## config.mk

```make
export PLATFORM = sky130hd
export DESIGN_NAME = i2c_regptr_target
export DESIGN_NICKNAME = d
export VERILOG_FILES = /design/src/rtl/i2c_rp_pkg.sv /design/src/rtl/i2c_rp_linesync.sv /design/src/rtl/i2c_rp_regfile.sv /design/src/rtl/i2c_rp_engine.sv /design/src/rtl/i2c_regptr_target.sv
export SDC_FILE = /design/constraint.sdc
export NUM_CORES = 1
export LEC_CHECK = 0
export BUFFER_PORTS_ARGS = -buffer_cell sky130_fd_sc_hd__buf_4
export CORE_MARGIN = 2
export CORE_UTILIZATION = 50
export CTS_CLUSTER_DIAMETER = 80
export DETAILED_ROUTE_END_ITERATION = 10
export PLACE_DENSITY_LB_ADDON = 0.12
export SYNTH_ARGS = -nofsm -noshare
export SYNTH_HDL_FRONTEND = slang
export SYNTH_SLANG_ARGS = --single-unit
```

## constraint.sdc

```tcl
create_clock -name clk -period 5.7 [get_ports clk]
set_clock_uncertainty 0.2 [all_clocks]
set_input_delay 0.57 -clock clk [delete_from_list [all_inputs] [get_ports clk]]
set_output_delay 0.57 -clock clk [all_outputs]
set_load 0.01 [all_outputs]
```

## src/rtl/i2c_rp_pkg.sv

```systemverilog
package i2c_rp_pkg;
  typedef enum logic [1:0] {
    PH_IDLE = 2'd0,
    PH_RX   = 2'd1,
    PH_TX   = 2'd2,
    PH_SKIP = 2'd3
  } phase_e;

  typedef enum logic [1:0] {
    K_ADDR = 2'd0,
    K_CMD  = 2'd1,
    K_DATA = 2'd2
  } kind_e;

  localparam int unsigned BYTE_W = 8;
endpackage

```

## src/rtl/i2c_rp_linesync.sv

```systemverilog
module i2c_rp_linesync #(
  parameter int unsigned STAGES = 2
) (
  input  logic clk,
  input  logic rst_n,
  input  logic scl_i,
  input  logic sda_i,
  output logic sda_s,
  output logic scl_rise,
  output logic scl_fall,
  output logic bus_start,
  output logic bus_stop
);
  logic [STAGES-1:0] scl_pipe_q, scl_pipe_d;
  logic [STAGES-1:0] sda_pipe_q, sda_pipe_d;
  logic              scl_prev_q, sda_prev_q;
  logic              scl_s;

  always_comb begin
    scl_pipe_d = {scl_pipe_q[STAGES-2:0], scl_i};
    sda_pipe_d = {sda_pipe_q[STAGES-2:0], sda_i};
  end

  always_ff @(posedge clk or negedge rst_n) begin
    if (!rst_n) begin
      scl_pipe_q <= '1;
      sda_pipe_q <= '1;
      scl_prev_q <= 1'b1;
      sda_prev_q <= 1'b1;
    end else begin
      scl_pipe_q <= scl_pipe_d;
      sda_pipe_q <= sda_pipe_d;
      scl_prev_q <= scl_s;
      sda_prev_q <= sda_s;
    end
  end

  assign scl_s     = scl_pipe_q[STAGES-1];
  assign sda_s     = sda_pipe_q[STAGES-1];
  assign scl_rise  = scl_s & ~scl_prev_q;
  assign scl_fall  = ~scl_s & scl_prev_q;
  assign bus_start = scl_s & scl_prev_q & sda_prev_q & ~sda_s;
  assign bus_stop  = scl_s & scl_prev_q & ~sda_prev_q & sda_s;
endmodule

```

## src/rtl/i2c_rp_regfile.sv

```systemverilog
module i2c_rp_regfile #(
  parameter int unsigned AW = 3,
  parameter int unsigned DW = 8
) (
  input  logic          clk,
  input  logic          rst_n,
  input  logic          bus_we,
  input  logic [AW-1:0] bus_addr,
  input  logic [DW-1:0] bus_wdata,
  output logic [DW-1:0] bus_rdata,
  input  logic          loc_we,
  input  logic [AW-1:0] loc_addr,
  input  logic [DW-1:0] loc_wdata,
  output logic [DW-1:0] loc_rdata
);
  localparam int unsigned DEPTH = 1 << AW;

  logic [DW-1:0] mem_q [DEPTH];
  logic [DW-1:0] mem_d [DEPTH];

  always_comb begin
    for (int i = 0; i < DEPTH; i++) mem_d[i] = mem_q[i];
    if (bus_we)      mem_d[bus_addr] = bus_wdata;
    else if (loc_we) mem_d[loc_addr] = loc_wdata;
  end

  always_ff @(posedge clk or negedge rst_n) begin
    if (!rst_n) begin
      for (int i = 0; i < DEPTH; i++) mem_q[i] <= '0;
    end else begin
      for (int i = 0; i < DEPTH; i++) mem_q[i] <= mem_d[i];
    end
  end

  assign bus_rdata = mem_q[bus_addr];
  assign loc_rdata = mem_q[loc_addr];


  bus_store_chk: assert property (@(posedge clk) disable iff (!rst_n)
    bus_we |=> mem_q[$past(bus_addr)] == $past(bus_wdata));


  loc_store_chk: assert property (@(posedge clk) disable iff (!rst_n)
    (loc_we && !bus_we) |=> mem_q[$past(loc_addr)] == $past(loc_wdata));
endmodule

```

## src/rtl/i2c_rp_engine.sv

```systemverilog
module i2c_rp_engine
  import i2c_rp_pkg::*;
#(
  parameter int unsigned AW       = 3,
  parameter logic [6:0]  DEV_ADDR = 7'b1100100
) (
  input  logic              clk,
  input  logic              rst_n,
  input  logic              sda_s,
  input  logic              scl_rise,
  input  logic              scl_fall,
  input  logic              bus_start,
  input  logic              bus_stop,
  input  logic [BYTE_W-1:0] rd_data,
  output logic [AW-1:0]     ptr,
  output logic              wr_en,
  output logic [BYTE_W-1:0] wr_data,
  output logic              sda_oe
);
  localparam logic [3:0] LAST_BIT = 4'(BYTE_W - 1);
  localparam logic [3:0] ACK_SLOT = 4'(BYTE_W);

  phase_e            phase_q, phase_d;
  kind_e             kind_q, kind_d;
  logic [3:0]        cnt_q, cnt_d;
  logic              ack_q, ack_d;
  logic              rw_q, rw_d;
  logic              mack_q, mack_d;
  logic [BYTE_W-1:0] sh_q, sh_d;
  logic [AW-1:0]     ptr_q, ptr_d;
  logic              oe_q, oe_d;
  logic [BYTE_W-1:0] rx_byte;

  assign rx_byte = {sh_q[BYTE_W-2:0], sda_s};

  always_comb begin
    phase_d = phase_q;
    kind_d  = kind_q;
    cnt_d   = cnt_q;
    ack_d   = ack_q;
    rw_d    = rw_q;
    mack_d  = mack_q;
    sh_d    = sh_q;
    ptr_d   = ptr_q;
    oe_d    = oe_q;
    wr_en   = 1'b0;
    if (bus_start) begin
      phase_d = PH_RX;
      kind_d  = K_ADDR;
      cnt_d   = '0;
      ack_d   = 1'b0;
    end else if (bus_stop) begin
      phase_d = PH_IDLE;
      cnt_d   = '0;
      ack_d   = 1'b0;
    end else begin
      unique case (phase_q)
        PH_RX: begin
          if (scl_rise && !ack_q) begin
            sh_d  = rx_byte;
            cnt_d = cnt_q + 4'd1;
            if (cnt_q == LAST_BIT) begin
              unique case (kind_q)
                K_ADDR: begin
                  if (rx_byte[BYTE_W-1:1] == DEV_ADDR) rw_d = rx_byte[0];
                  else phase_d = PH_SKIP;
                end
                K_CMD:   ptr_d = rx_byte[AW-1:0];
                default: begin
                  wr_en = 1'b1;
                  ptr_d = ptr_q + 1'b1;
                end
              endcase
            end
          end else if (scl_fall) begin
            if (ack_q) begin
              ack_d = 1'b0;
              cnt_d = '0;
              oe_d  = 1'b0;
              if (kind_q == K_ADDR && rw_q) begin
                phase_d = PH_TX;
                sh_d    = rd_data;
                oe_d    = ~rd_data[BYTE_W-1];
              end else begin
                kind_d = (kind_q == K_ADDR) ? K_CMD : K_DATA;
              end
            end else if (cnt_q == ACK_SLOT) begin
              ack_d = 1'b1;
              oe_d  = 1'b1;
            end
          end
        end
        PH_TX: begin
          if (scl_rise) begin
            if (ack_q) begin
              mack_d = ~sda_s;
              if (!sda_s) ptr_d = ptr_q + 1'b1;
            end else begin
              cnt_d = cnt_q + 4'd1;
            end
          end else if (scl_fall) begin
            if (ack_q) begin
              ack_d = 1'b0;
              cnt_d = '0;
              if (mack_q) begin
                sh_d = rd_data;
                oe_d = ~rd_data[BYTE_W-1];
              end else begin
                phase_d = PH_SKIP;
                oe_d    = 1'b0;
              end
            end else if (cnt_q == ACK_SLOT) begin
              ack_d = 1'b1;
              oe_d  = 1'b0;
            end else begin
              oe_d = ~sh_q[BYTE_W-2];
              sh_d = sh_q << 1;
            end
          end
        end
        default: ;
      endcase
    end
  end

  always_ff @(posedge clk or negedge rst_n) begin
    if (!rst_n) begin
      phase_q <= PH_IDLE;
      kind_q  <= K_ADDR;
      cnt_q   <= '0;
      ack_q   <= 1'b0;
      rw_q    <= 1'b0;
      mack_q  <= 1'b0;
      sh_q    <= '0;
      ptr_q   <= '0;
      oe_q    <= 1'b0;
    end else begin
      phase_q <= phase_d;
      kind_q  <= kind_d;
      cnt_q   <= cnt_d;
      ack_q   <= ack_d;
      rw_q    <= rw_d;
      mack_q  <= mack_d;
      sh_q    <= sh_d;
      ptr_q   <= ptr_d;
      oe_q    <= oe_d;
    end
  end

  assign ptr     = ptr_q;
  assign wr_data = rx_byte;
  assign sda_oe  = oe_q;


  oe_after_fall_chk: assert property (@(posedge clk) disable iff (!rst_n)
    !$stable(oe_q) |-> $past(scl_fall));


  skip_quiet_chk: assert property (@(posedge clk) disable iff (!rst_n)
    phase_q == PH_SKIP |-> !oe_q);


  start_abort_chk: assert property (@(posedge clk) disable iff (!rst_n)
    bus_start |=> (phase_q == PH_RX && kind_q == K_ADDR && cnt_q == 4'd0 && !ack_q));


  wr_advance_chk: assert property (@(posedge clk) disable iff (!rst_n)
    wr_en |=> ptr_q == AW'($past(ptr_q) + 1'b1));


  stop_keeps_ptr_chk: assert property (@(posedge clk) disable iff (!rst_n)
    bus_stop |=> ptr_q == $past(ptr_q));


  mack_release_chk: assert property (@(posedge clk) disable iff (!rst_n)
    (phase_q == PH_TX && ack_q) |-> !oe_q);
endmodule

```

## src/rtl/i2c_regptr_target.sv

```systemverilog
module i2c_regptr_target #(
  parameter logic [6:0]  DEV_ADDR    = 7'b1100100,
  parameter int unsigned REG_AW      = 3,
  parameter int unsigned SYNC_STAGES = 2
) (
  input  logic              clk,
  input  logic              rst_n,
  input  logic              scl_i,
  input  logic              sda_i,
  output logic              sda_oe,
  input  logic              loc_we,
  input  logic [REG_AW-1:0] loc_addr,
  input  logic [7:0]        loc_wdata,
  output logic [7:0]        loc_rdata
);
  localparam int unsigned DW = i2c_rp_pkg::BYTE_W;

  logic          rst_meta_q, rst_sync_q;
  logic          sda_s, scl_rise, scl_fall, bus_start, bus_stop;
  logic [REG_AW-1:0] ptr;
  logic          wr_en;
  logic [DW-1:0] wr_data, rd_data;

  always_ff @(posedge clk or negedge rst_n) begin
    if (!rst_n) begin
      rst_meta_q <= 1'b0;
      rst_sync_q <= 1'b0;
    end else begin
      rst_meta_q <= 1'b1;
      rst_sync_q <= rst_meta_q;
    end
  end

  i2c_rp_linesync #(.STAGES(SYNC_STAGES)) u_sync (
    .clk       (clk),
    .rst_n     (rst_sync_q),
    .scl_i     (scl_i),
    .sda_i     (sda_i),
    .sda_s     (sda_s),
    .scl_rise  (scl_rise),
    .scl_fall  (scl_fall),
    .bus_start (bus_start),
    .bus_stop  (bus_stop)
  );

  i2c_rp_engine #(.AW(REG_AW), .DEV_ADDR(DEV_ADDR)) u_engine (
    .clk       (clk),
    .rst_n     (rst_sync_q),
    .sda_s     (sda_s),
    .scl_rise  (scl_rise),
    .scl_fall  (scl_fall),
    .bus_start (bus_start),
    .bus_stop  (bus_stop),
    .rd_data   (rd_data),
    .ptr       (ptr),
    .wr_en     (wr_en),
    .wr_data   (wr_data),
    .sda_oe    (sda_oe)
  );

  i2c_rp_regfile #(.AW(REG_AW), .DW(DW)) u_regs (
    .clk       (clk),
    .rst_n     (rst_sync_q),
    .bus_we    (wr_en),
    .bus_addr  (ptr),
    .bus_wdata (wr_data),
    .bus_rdata (rd_data),
    .loc_we    (loc_we),
    .loc_addr  (loc_addr),
    .loc_wdata (loc_wdata),
    .loc_rdata (loc_rdata)
  );
endmodule

```

Yosys cells after proc, flatten, opt, wreduce, memory -nomap -nowiden
Index checks and enable logic that the tools add are counted.
{"block": "totals", "regBits": 94, "output_inout_bits": 9}
{"block": "classes", "n_addsub": 2, "n_lt_le_gt_ge": 4, "n_eq_ne": 37, "muxes": 86, "bitwise_logic": 17, "n_reduce_logical": 22}
{"op": "bitwise mux 64 bit", "n": 2}
{"op": "two-way mux 64 bit", "n": 2}
{"op": "two-way mux 7 bit", "n": 9}
{"op": "binary-select mux 8 bit (select 3 bit)", "n": 2}
{"op": "demux 8 bit (select 3 bit)", "n": 2}
{"op": "two-way mux 8 bit", "n": 6}
{"op": "two-way mux 2 bit", "n": 21}
{"op": "two-way mux 4 bit", "n": 7}
{"op": "two-way mux 1 bit", "n": 23}
{"op": "!= test 5 bit (second input constant)", "n": 4}
{"op": "!= test 2 bit (second input constant)", "n": 9}
{"op": "!= test 4 bit (second input constant)", "n": 4}
{"op": "two-way mux 3 bit", "n": 5}
{"op": "one-hot mux 7 bit (2 select lines)", "n": 1}
{"op": "one-hot mux 3 bit (2 select lines)", "n": 2}
{"op": "AND reduction 11 bit", "n": 1}
{"op": "!= test 5 x 3 -> 1 bit (second input constant)", "n": 2}
{"op": "AND reduction 10 bit", "n": 1}
{"op": "nonzero test 2 bit", "n": 5}
{"op": "!= test 3 x 1 -> 1 bit (second input constant)", "n": 3}
{"op": "AND reduction 9 bit", "n": 1}
{"op": "greater-or-equal comparator 4 bit (second input constant)", "n": 2}
{"op": "< comparator 4 x 1 -> 1 bit (second input constant)", "n": 2}
{"op": "!= test 2 x 1 -> 1 bit (second input constant)", "n": 4}
{"op": "other kinds (28)", "n": 48}

Logic depth before layout (Yosys ltp)
Gate-level depths: netlist of run 1.
{"block": "depth", "word_depth": 10, "ltp_mapped": 10, "mapped_depth_nobuf": 7}

Cells and area by module
Synthesis of run 1 repeated with hierarchy kept, for this count alone.
{"block": "unflattened", "cells_unflattened": 598, "hier_area_um2": 5830.6}
{"module": "i2c_rp_regfile", "instances": 1, "cells_each": 434, "area_per_inst_um2": 4116.4, "seq_area_each_um2": 1601.5}
{"module": "i2c_rp_engine", "instances": 1, "cells_each": 151, "area_per_inst_um2": 1470.2, "seq_area_each_um2": 550.5}
{"module": "i2c_rp_linesync", "instances": 1, "cells_each": 10, "area_per_inst_um2": 190.2, "seq_area_each_um2": 157.7}
{"module": "i2c_regptr_target", "instances": 1, "cells_each": 3, "area_per_inst_um2": 53.8, "seq_area_each_um2": 50.0}

Worst setup path after synthesis of run 1
Ideal clock, no wire load.
{"block": "synth_timing", "path_type": "input -> output", "start": "input port loc_addr[1]", "end": "output port loc_rdata[3]", "arrival_time_ps": 1826, "setup_slack_ps": 3104, "stages": 5, "n_path_buf": 2, "path_cell_list": "buf_1 clkbuf_1 mux2_2 nand3_1 o221ai_1"}
{"block": "synth_between", "elab_chain_len": 4}
{"element": "start, declared", "line_no": "i2c_regptr_target.sv:12", "text": "input logic [REG_AW-1:0] loc_addr,"}
{"element": "NOT 3 -> 4 bit (not written as such)", "line_no": "i2c_rp_regfile.sv:36", "text": "assign loc_rdata = mem_q[loc_addr];"}
{"element": "binary-select mux 8 bit (select 3 bit)", "line_no": "i2c_rp_regfile.sv:36"}
{"element": "two-way mux 8 bit (not written as such) (2 in series)", "line_no": "i2c_rp_regfile.sv:36"}
{"element": "end, declared", "line_no": "i2c_regptr_target.sv:14", "text": "output logic [7:0] loc_rdata"}
Every way passes these cells. The select of a mux whose other input is x is not followed.

Worst setup path in the final report of run 1
{"block": "layout_timing", "start": "register u_sync.scl_pipe_q[1]", "end": "register u_regs.mem_q[7] (netlist name)"}
{"block": "layout_between", "elab_chain_len": 7, "word_cells_on_any_way": 13, "classes_between": "5 x mux; 6 x bitwise; 2 x reduce/logical"}
{"element": "start, declared", "line_no": "i2c_rp_linesync.sv:14", "text": "logic [STAGES-1:0] scl_pipe_q, scl_pipe_d;"}
{"element": "start signal, assigned", "line_no": "i2c_rp_linesync.sv:31", "text": "scl_pipe_q <= scl_pipe_d;"}
{"element": "AND 1 bit", "line_no": "i2c_rp_linesync.sv:40", "text": "assign scl_rise = scl_s & ~scl_prev_q;"}
{"element": "logical AND 1 bit", "line_no": "i2c_rp_engine.sv:59", "text": "if (scl_rise && !ack_q) begin"}
{"element": "two-way mux 1 bit", "line_no": "i2c_rp_engine.sv:59"}
{"element": "two-way mux 1 bit", "line_no": "i2c_rp_engine.sv:57", "text": "unique case (phase_q)"}
{"element": "two-way mux 1 bit", "line_no": "i2c_rp_engine.sv:52", "text": "end else if (bus_stop) begin"}
{"element": "two-way mux 1 bit (*)", "line_no": "i2c_rp_engine.sv:47", "text": "if (bus_start) begin"}
{"element": "two-way mux 64 bit or nonzero test 2 bit (tied branches)"}
{"element": "end, declared", "line_no": "i2c_rp_regfile.sv:18", "text": "logic [DW-1:0] mem_q [DEPTH];"}
Mark *: on every way between the ends. The rest lies on a longest branch, timed or not.
A chain may end at the register's enable or synchronous reset.

==> results of run 1 <==
## sequential cells by signal (all words and copies together), names as in the netlist, 2 cells and up
signal and flops:
u_engine.cnt_q 4, u_engine.kind_q 2, u_engine.phase_q 2, u_engine.ptr 3, u_engine.sh_q 7, u_regs.mem_q 64
u_sync.scl_pipe_q 2, u_sync.sda_pipe_q 2
## worst max-delay path: stages (launching register included)
cell	delay [ns]
dfstp_2	0.70
or3b_1	0.58
nor3_1	1.04
and3_1	0.53
nor2_2	0.14
a221o_1	0.31
## stage by stage
stage                     instance area, sq um  std cells  worst slack, ns  utilization, %
final                                     6349        742            2.069           55.60
after detailed placement                  6015        725            2.213           52.67
after global placement                    6015        725            2.416           52.67
after floorplan                           5831        608            2.698               -
after CTS                                 6349        742            2.190           55.60
after global routing                      6349        742            1.961           55.60
## cells by family (layout without fill, tap and decap cells)
family                     after synthesis  after routing  synth area share, %
AOI/OAI and AO/OA                      226            226                28.28
and+or+nand+nor                        152            152                14.21
DFF                                     94             94                40.47
buffers and inverters                   78             69                5.193
muxes                                   51             51                10.56
adders and majority gates                5              5                1.073
other                                    1              1              0.06432
xor gates and xnor gates                 1              1               0.1502
## worst max-delay path by stage
stage	start	end	slack, ns	cells past startpoint
after floorplan	rst_sync_q	u_engine.ack_q	2.70	0
after global placement	u_sync.scl_pipe_q[1]	u_regs.mem_q[7]	2.42	5
after detailed placement	u_sync.scl_pipe_q[1]	u_regs.mem_q[7]	2.21	5
after CTS	u_sync.scl_pipe_q[1]	u_regs.mem_q[7]	2.19	5
after global routing	u_sync.scl_pipe_q[1]	u_regs.mem_q[7]	1.96	5
final	u_sync.scl_pipe_q[1]	u_regs.mem_q[7]	2.07	5
## power by group
part	internal, mW	switching (mW)	total (mW)
Sequential	0.807	0.295	1.10
Combinational	0.419	0.518	0.936
Clock	0.395	0.273	0.668
## layer usage
metal,track usage (%),routed length (um),up-vias
met4,10.57,488,0
met1,44.72,7990,2556
li1,-,-,2258
met5,0,0,-
met2,42.83,8100,342
met3,6.151,1921,51
## final cells by class
class | count | area (sq um)
Inverter | 23 | 86.33
Tap cell | 143 | 178.9
Multi-Input combinational cell | 436 | 3168
Clock buffer | 10 | 239.0
Timing Repair Buffer | 30 | 227.7
Sequential cell | 94 | 2364
Fill cell | 1021 | 5070
Clock inverter | 6 | 85.08
## placed cells by master (no fill, tap or decap), types with 9 or more instances in the layout
cell type	netlist	layout
a21o_1	45	45
a21oi_1	23	23
a22o_1	46	46
a22oi_1	15	15
a31oi_1	9	9
and3_1	13	13
buf_4	0	29
clkbuf_16	0	9
dfrtp_1	88	87
inv_1	22	22
mux2_2	14	14
mux2i_1	30	30
nand2_1	35	35
nand3_1	17	17
nor2_1	31	31
nor2b_1	16	16
o21ai_0	34	34
==> summary.md, run 1 <==
| Metric | Value |
|---|---|
| Vias in the first global route | `4,909` |
| Post-Syn Area | `5831 sq um` |
| IO Pins | `25` |
| First-pass iteration count of the detailed router | `5` |
| Max rail drop VDD | `0.0002782 V` |
| Max Fanout on Critical Path | `16` |
| Avg WL per Cell | `24.93 um` |
| Flops & latches, synth | `94` |
| Startpoint Class | `register` |
| DRC Markers | `0` |
| Distinct cells, synth | `62` |
| Worst-Skew Late Latency | `0.36 ns` |
| Total chip power | `2.707 mW` |
| Initial Utilization | `51.06%` |
| CTS Hold Bufs | `1` |
| Most common cell in the synthesized netlist | `dfrtp_1` |
| Slew headroom | `18.24%` |
| Yosys warnings | `0` |
| Setup_tns | `0 ns` |
| Area Overhead vs Synth | `8.884%` |
| CP Class | `reg2reg` |
| Reg-to-reg endpoint | `u_regs.mem_q[7]` |
| Core Region | `11,420 sq um` |
| CTS Sinks | `94` |
| Maximum capacitance violations | `0` |
| Worst reg-to-reg setup slack | `2.07 ns` |
| Area leader, netlist | `dfrtp_1` |
| Seq/Total Area, Yosys | `40.47%` |
| Max Fclk | `275.4 MHz` |
| Worst min path class | `reg2async` |
| Ant. Diodes | `0` |
| Final HPWL DP | `12,680 um` |
| Status | `complete, no violations` |
| Drt total wl | `18,500 um` |
| Final Cycle Share | `63.69%` |
| Hold Vio Cnt, Final | `0` |
| Worst-margin pin slew | `1.217 ns` |
| CP arrival | `3.67 ns` |
| Synth area leaders | `dfrtp_1 (38%), a22o_1 (6.9%), a21o_1 (5.8%)` |
| Ys async rst share | `100.0%` |
| Top cells by count, synth | `dfrtp_1 (88), a22o_1 (46), a21o_1 (45)` |
| Iter 0 DRT Violations | `581` |
| Die Ht | `112.0 um` |
| Critical path required time | `5.74 ns` |
| Final antenna-violating net count | `0` |
| Total track usage | `29.79%` |
| CP endpoint kind | `register` |
| Top-area cell type share of the netlist area | `37.77%` |
| Ys flop type | `dfrtp_1` |
| Overflow after GRT | `0` |
| Vias per cell | `7.018` |
| Share of cells above drive strength 1 | `14.02%` |
| First-pass GRT wire length | `28,640 um` |
| Total CTS buffers | `9` |
| Row count | `39` |
| Placer Congestion | `0.9344` |
| Syn Inst Count | `608` |
| Initial antenna violation count | `0` |
| Worst hold margin | `0.009598 ns` |
| CTS root buffer | `clkbuf_16` |
| Die Area | `12,540 sq um` |
| Quantity of I/O buffers inserted on ports | `24` |
| RSZ-0062 raised after global routing | `no` |
| Count of final setup violators | `0` |
| Final #Nets | `615` |
| Post-CTS Setup Repair Bufs | `0` |
| DR vias | `5,207` |
| Reg2reg start | `u_sync.scl_pipe_q[1]` |
| Minimum clock period | `3.631 ns` |
| Die X | `112.0 um` |
| Syn Area/Cell | `9.590 sq um` |
| Pwr per Cell Area | `426.4 nW/um^2` |
| Final slew viol count | `0` |
| Leak | `2.908 nW` |
| Max clock buf depth | `2` |
| Syn_nets | `629` |
| TritonCTS clock tree | `built` |
| # resized after CTS | `0` |
| Post-synth EDFFs | `0` |
| Largest net degree at the start of global routing | `72` |
| Clock-pin slew on the worst setup and hold paths | `0.07 ns` |
| H-tree levels | `3` |
| R2R cell count | `5` |
No activity file was read; power rests on OpenSTA's default activity.
==> run 2, diff against run 1 <==
clock period = 3.1 ns   (was 5.7 ns; I/O delays follow)
==> run 2 against run 1 <==
Core utilization grew 2.3 points. Combinational power is 100% higher. First-iteration DRC count is 0.69% lower. Global-route usage up 2.2 points. Count of clock-buffer cells in the layout decreased by 1. Cell count grew 4.7%. Sequential share of layout area down 1.5 points. Critical path type unchanged. Critical endpoint is now u_regs.mem_q[40]. Largest cell class unchanged. Highest routed layer unchanged.
==> summary.md, run 2 (synthesis results as in run 1) <==
| Metric | Value |
|---|---|
| Status | `complete, no violations` |
| R2R cell count | `6 (+1)` |
| Die Ht | `112.0 um (unchanged)` |
| Initial Utilization | `51.06% (unchanged)` |
| Largest Register | `u_regs.mem_q` |
| RSZ-0062 raised after global routing | `no` |
| Vias per cell | `7.024 (about the same)` |
| Reg2reg start | `u_engine.phase_q[1]` |
| CTS root buffer | `clkbuf_16` |
| CTS Sinks | `94 (unchanged)` |
| Worst-margin pin slew | `0.9747 ns (-0.2423 ns)` |
| Die X | `112.0 um (unchanged)` |
| Total chip power | `5.062 mW (+87%)` |
| Clock-pin slew on the worst setup and hold paths | `0.07 ns (about the same)` |
| DR vias | `5,458 (+4.8%)` |
| Minimum clock period | `2.916 ns (-0.7144 ns)` |
| Avg WL per Cell | `25.38 um (+1.8%)` |
| Iter 0 DRT Violations | `577 (-0.69%)` |
| DRC Markers | `0 (unchanged)` |
| CP startpoint | `u_engine.phase_q[1]` |
| Slew headroom | `34.78% (+17 points)` |
| Hold Vio Cnt, Final | `0 (unchanged)` |
| Area post-placement | `6262 sq um (+4.1%)` |
| Final slew viol count | `0 (unchanged)` |
| CP Class | `reg2reg` |
| Count of final setup violators | `0 (unchanged)` |
| Initial antenna violation count | `0 (unchanged)` |
| Reg-to-reg endpoint | `u_regs.mem_q[40]` |
| Largest regs | `u_regs.mem_q x64, u_engine.sh_q x7, u_engine.cnt_q x4` |
| Max Fanout on Critical Path | `10 (-6)` |
| Commonest non-fill, non-tap cell in the layout | `dfrtp_1` |
| CP arrival | `3.01 ns (-0.66 ns)` |
| Ant. Diodes | `0 (unchanged)` |
| Quantity of I/O buffers inserted on ports | `24 (unchanged)` |
| Die Area | `12,540 sq um (unchanged)` |
| Final antenna-violating net count | `0 (unchanged)` |
| H-tree levels | `3 (unchanged)` |
| IO Pins | `25 (unchanged)` |
| Max FFs per register | `64 (unchanged)` |
| Vias in the first global route | `5,212 (+6.2%)` |
| Critical path's largest stage delay | `0.83 ns (-0.21 ns)` |
| Final #Nets | `650 (+5.7%)` |
| TritonCTS clock tree | `built` |
| Worst-Skew Late Latency | `0.36 ns (about the same)` |
| Startpoint Class | `register` |
| Largest net degree at the start of global routing | `43 (-40%)` |
| First-pass iteration count of the detailed router | `7 (+2)` |
| Overflow after GRT | `0 (unchanged)` |
| Maximum capacitance violations | `0 (unchanged)` |
| Max Fclk | `342.9 MHz (+24%)` |
| Worst path slowest cell | `nor2_1` |
| Max clock buf depth | `2 (unchanged)` |
| Worst path bufs/invs | `1 (+1)` |
| Total CTS buffers | `9 (unchanged)` |
| Placer Congestion | `0.9635 (+3.1%)` |
| Worst min path class | `in2async` |
| Pwr per Cell Area | `765.6 nW/um^2 (+80%)` |
| Total track usage | `31.97% (+2.2 points)` |
| Worst reg-to-reg setup slack | `0.18 ns (-1.89 ns)` |
| Area Overhead vs Synth | `13.41%` |
| Max rail drop VDD | `0.0004055 V (+46%)` |
| First-pass GRT wire length | `30,460 um (+6.4%)` |
| # resized after CTS | `0 (unchanged)` |
| Setup_tns | `0 ns (unchanged)` |
| Crit-path cells | `inv_1, ha_1, nand2_1, o311a_1, nor2_1, a21o_1` |
| Core Region | `11,420 sq um (unchanged)` |
| Final Cycle Share | `94.07% (+30 points)` |
| Final instance area | `6613 sq um (+4.2%)` |
| Drt total wl | `19,720 um (+6.6%)` |
| Kind of cell adding the most delay to the critical path | `simple AND/OR/NAND/NOR gates` |
| Final HPWL DP | `13,520 um (+6.6%)` |
| Leak | `3.082 nW (+6.0%)` |
| CP endpoint kind | `register` |
| Row count | `39 (unchanged)` |
| Share of cells above drive strength 1 | `18.45% (+4.4 points)` |
| Critical path required time | `3.19 ns (-2.55 ns)` |
| Commonest cells after routing, fill and taps aside | `dfrtp_1 (87), buf_4 (62), a22o_1 (46), a21o_1 (45), nand2_1 (35)` |
==> run 2: cell types whose count changed in the layout (fill, tap and decap cells not counted), sizes merged <==
cell	delta
buf	+33
dlygate4sd3	+2
inv	+2
clkbuf	-1
clkinvlp	-1
==> run 2: what timing repair did <==
action                                  4_1_cts  5_1_grt
endpoints found under the setup margin        0        0
setup buffers                                 0        0
endpoints found under the hold margin         4        0
hold buffers                                  3        0
==> run 2: how the worst max path moves through the flow <==
stage,endpoint,slack [ns],cells after the start
2_1_floorplan,u_engine.ack_q,0.1,0
3_3_place_gp,u_regs.mem_q[42],0.28,4
3_5_place_dp,u_regs.mem_q[44],0.30,4
4_1_cts,u_regs.mem_q[40],0.29,4
5_1_grt,u_regs.mem_q[40],0.19,6
6_report,u_regs.mem_q[40],0.18,6
==> run 2: per-stage QoR <==
step                hold slack [ns]  setup WS (ns)  instances  util, %
finish                      0.07186         0.1839        777    57.91
global route                0.06871         0.1880        777    57.91
CTS                         0.05795         0.2858        777    57.91
detailed placement          -0.1070         0.2988        758    54.84
global placement            -0.1073         0.2798        758    54.84
floorplan                   -0.1856        0.09828        608        -
==> run 2: worst reg2reg max path, delay by kind of cell (launching register included) <==
kind                       cells  cell delay, ns
and+or+nand+nor                2            1.07
buffers and inverters          1            0.06
adders and majority gates      1            0.33
AOI/OAI and AO/OA              2            0.78
DFF                            1            0.40
==> run 2: per-layer routing <==
metal	track usage [%]	routed length [um]	vias up
met5	0	0	-
met1	47.58	8287	2686
met3	5.716	2267	64
li1	-	-	2328
met4	13.98	671	0
met2	45.86	8498	380
==> run 2: cell type report <==
type / instances / area (sq um)
clock buffers: 9 / 225.2
clock inverters: 7 / 95.09
fillers: 983 / 4806
inverters: 23 / 86.33
multi-input cells: 436 / 3168
flip-flops and latches: 94 / 2364
well taps: 143 / 178.9
repair buffers: 65 / 495.5
==> run 2: power breakdown <==
| group | switching [mW] | internal (mW) |
|---|---|---|
| clock network | 0.525 | 0.710 |
| registers | 0.450 | 1.49 |
| logic | 1.05 | 0.839 |
==> run 3, diff against run 2 <==
SYNTH_HIERARCHICAL = 1   (was unset)
==> run 3 against run 2 <==
Critical path depth rose by 2. Die area unchanged. Design area shrank 1.9%. Non-clock buffer count is 22 lower. Power fell by 4.1%. Cell count down 1.2%. Count of clock-buffer cells in the layout up 3. Synthesized cell count shrank 1.6%. First-iteration DRC count decreased by 14%. Sequential power up 3%.
==> summary.md, run 3 <==
| Metric | Value |
|---|---|
| CP arrival | `3.02 ns (about the same)` |
| Reg-to-reg endpoint | `u_regs/mem_q[2]` |
| Quantity of I/O buffers inserted on ports | `24 (unchanged)` |
| Largest net degree at the start of global routing | `93 (+120%)` |
| Met3 WL | `1445 um (-36%)` |
| Synth area leaders | `dfrtp_1 (38%), a2bb2oi_1 (9.6%), o21ai_0 (6.7%)` |
| Max clock buf depth | `2 (unchanged)` |
| Clock-pin slew on the worst setup and hold paths | `0.07 ns (about the same)` |
| Commonest cells after routing, fill and taps aside | `nand2_1 (95), dfrtp_1 (87), o21ai_0 (78), a2bb2oi_1 (64), buf_4 (38)` |
| Vias in the first global route | `5,038 (-3.3%)` |
| Critical path's largest stage delay | `0.52 ns (-0.31 ns)` |
| Initial antenna violation count | `0 (unchanged)` |
| Syn_nets | `619 (-1.6%)` |
| Die Ht | `112.0 um (unchanged)` |
| Most common cell in the synthesized netlist | `nand2_1` |
| First-pass iteration count of the detailed router | `5 (-2)` |
| Total track usage | `29.26% (-2.7 points)` |
| M1 wire length | `7396 um (-11%)` |
| Minimum clock period | `2.990 ns (+0.07362 ns)` |
| IO Pins | `25 (unchanged)` |
| Critical path required time | `3.13 ns (-0.06 ns)` |
| Worst min path class | `in2reg` |
| Hold_sp | `loc_wdata[5]` |
| Area leader, netlist | `dfrtp_1` |
| TritonCTS clock tree | `built` |
| R2R cell count | `8 (+2)` |
| Slew headroom | `53.74% (+19 points)` |
| Max rail drop VDD | `0.0004708 V (+16%)` |
| Syn Inst Count | `598 (-1.6%)` |
| Top cells by count, synth | `nand2_1 (96), dfrtp_1 (88), o21ai_0 (78)` |
| Post-CTS Setup Repair Bufs | `0 (unchanged)` |
| Final HPWL DP | `12,900 um (-4.6%)` |
| Top-area cell type share of the netlist area | `37.77% (unchanged)` |
| CP Class | `reg2reg` |
| Worst hold margin | `0.05333 ns (-0.01852 ns)` |
| Final instance area | `6484 sq um (-1.9%)` |
| Placer Congestion | `0.9754 (+1.2%)` |
| Distinct cells, synth | `65 (+4.8%)` |
| Final antenna-violating net count | `0 (unchanged)` |
| Yosys warnings | `6 (+6)` |
| CTS Sinks | `94 (unchanged)` |
| CP endpoint kind | `register` |
| Worst Hold Depth | `3` |
| Final #Nets | `641 (-1.4%)` |
| Area Overhead vs Synth | `11.20%` |
| Iter 0 DRT Violations | `495 (-14%)` |
| Syn Area/Cell | `9.750 sq um (+1.7%)` |
| Max FFs per register | `64 (unchanged)` |
| Count of final setup violators | `0 (unchanged)` |
| Ant. Diodes | `0 (unchanged)` |
| Maximum capacitance violations | `0 (unchanged)` |
| Post-synth EDFFs | `0 (unchanged)` |
| Startpoint Class | `register` |
| DRC Markers | `0 (unchanged)` |
| CTS root buffer | `clkbuf_16` |
| Worst path slowest cell | `dfstp_2` |
| Total CTS buffers | `9 (unchanged)` |
| Pwr per Cell Area | `748.8 nW/um^2 (-2.2%)` |
| Ys async rst share | `100.0% (unchanged)` |
| Setup_tns | `0 ns (unchanged)` |
| Post-Syn Area | `5831 sq um (unchanged)` |
| WL met2 | `8884 um (+4.5%)` |
| Die Area | `12,540 sq um (unchanged)` |
| Leak | `2.647 nW (-14%)` |
| Seq/Total Area, Yosys | `40.47% (unchanged)` |
| First-pass GRT wire length | `28,360 um (-6.9%)` |
| Ys flop type | `dfrtp_1` |
| Worst-margin pin slew | `0.6940 ns (-0.2808 ns)` |
| Final Cycle Share | `96.44% (+2.4 points)` |
| Worst-Skew Late Latency | `0.36 ns (about the same)` |
| Share of cells above drive strength 1 | `19.68% (+1.2 points)` |
| Area post-placement | `6146 sq um (-1.9%)` |
| Hold Vio Cnt, Final | `0 (unchanged)` |
| Max Fclk | `334.5 MHz (-2.5%)` |
| Largest regs | `u_regs/mem_q x64, u_engine/sh_q x7, u_engine/cnt_q x4` |
| DR vias | `5,211 (-4.5%)` |
| Flops & latches, synth | `94 (unchanged)` |
| Worst reg-to-reg setup slack | `0.11 ns (-0.07 ns)` |
| Highest Signal Layer | `met4` |
| Final slew viol count | `0 (unchanged)` |
| Overflow after GRT | `0 (unchanged)` |
| Row count | `39 (unchanged)` |
| Status | `complete, no violations` |
| Initial Utilization | `51.06% (unchanged)` |
| H-tree levels | `3 (unchanged)` |
| Core Region | `11,420 sq um (unchanged)` |
| Commonest non-fill, non-tap cell in the layout | `nand2_1` |
| Vias per cell | `6.785 (-3.4%)` |
| Drt total wl | `18,320 um (-7.1%)` |
| RSZ-0062 raised after global routing | `no` |
| Reg2reg start | `u_sync/sda_prev_q` |
| Max Fanout on Critical Path | `13 (+3)` |
| Avg WL per Cell | `23.86 um (-6.0%)` |
| Largest Register | `u_regs/mem_q` |
| Hold Path End | `u_regs/mem_q[53]` |
| Die X | `112.0 um (unchanged)` |
| Final core occ | `56.78% (-1.1 points)` |
| Crit-path cells | `and4b_1, or2_4, nor3_2, and2_2, and3b_1, nand3_1, nand2_1, a2bb2oi_1` |
[run 3: changes by cell type after synthesis, sizes merged, moves of 34 or more]
cell and delta:
nand2 +64, a2bb2oi +62, a21o -45, o21ai +45, a22o -38, clkbuf -34
[run 3: how the worst max path moves through the flow]
stage                         startpoint                to  slack [ns]  cells after the start
floorplan                     rst_sync_q    u_engine/ack_q         0.1                      0
global placement       u_sync/sda_prev_q   u_regs/mem_q[3]        0.23                      8
detailed placement     u_sync/sda_prev_q   u_regs/mem_q[2]        0.17                      8
CTS                    u_sync/sda_prev_q  u_regs/mem_q[43]        0.15                      8
global route        u_sync/sda_pipe_q[1]   u_regs/mem_q[1]       0.005                      8
finish                 u_sync/sda_prev_q   u_regs/mem_q[2]        0.11                      8
[run 3: critical path, delay by kind of cell (launching register included)]
kind	cells	cell delay, ns
simple gates	7	1.91
compound gates	1	0.22
flops	1	0.52
[run 3: where the power goes]
group	total (mW)	internal, mW	switching [mW]
logic	1.76	0.910	0.853
clock network	1.10	0.611	0.490
registers	1.99	1.51	0.486
[run 3: final cells by class]
type	instances	area, sq um
clock buffer	12	266.5
clock inverter	4	28.78
fill	999	4935
inverter	8	30.03
multi-input combinational	464	3261
sequential	94	2364
tap	143	178.9
timing repair buffer	43	355.3
[run 3: timing repair]
item / 4_1_cts / 5_1_grt
hold buffers: 3 / 0
endpoints found under the hold margin: 4 / 0
endpoints found under the setup margin: 0 / 7
resized for setup: 0 / 3
[run 3: stage by stage]
| step | setup WS, ns | cells | power [mW] |
|---|---|---|---|
| after floorplan | 0.09828 | 598 | 3.138 |
| after global placement | 0.2255 | 749 | 3.669 |
| after detailed placement | 0.1718 | 749 | 3.728 |
| after CTS | 0.1534 | 768 | 4.832 |
| after global routing | 0.004974 | 768 | 5.086 |
| final | 0.1103 | 768 | 4.855 |
[run 3: cells by family (layout without fill, tap and decap cells)]
kind of cell,after synthesis,count (layout),share of synthesized area (%)
multiplexers,58,58,13.24
AND/OR/NAND/NOR,191,191,16.27
adder cells (fa/ha/maj),5,5,1.073
other,1,1,0.06432
flip-flops,94,94,40.47
AO/OA/AOI/OAI,209,209,25.06
buffers and inverters,40,67,3.820
[run 3: per-layer routing]
| metal | global-route usage, % | up-vias |
|---|---|---|
| li1 | - | 2295 |
| met1 | 39.25 | 2573 |
| met2 | 47.52 | 287 |
| met3 | 4.246 | 56 |
| met4 | 12.93 | 0 |
| met5 | 0 | - |
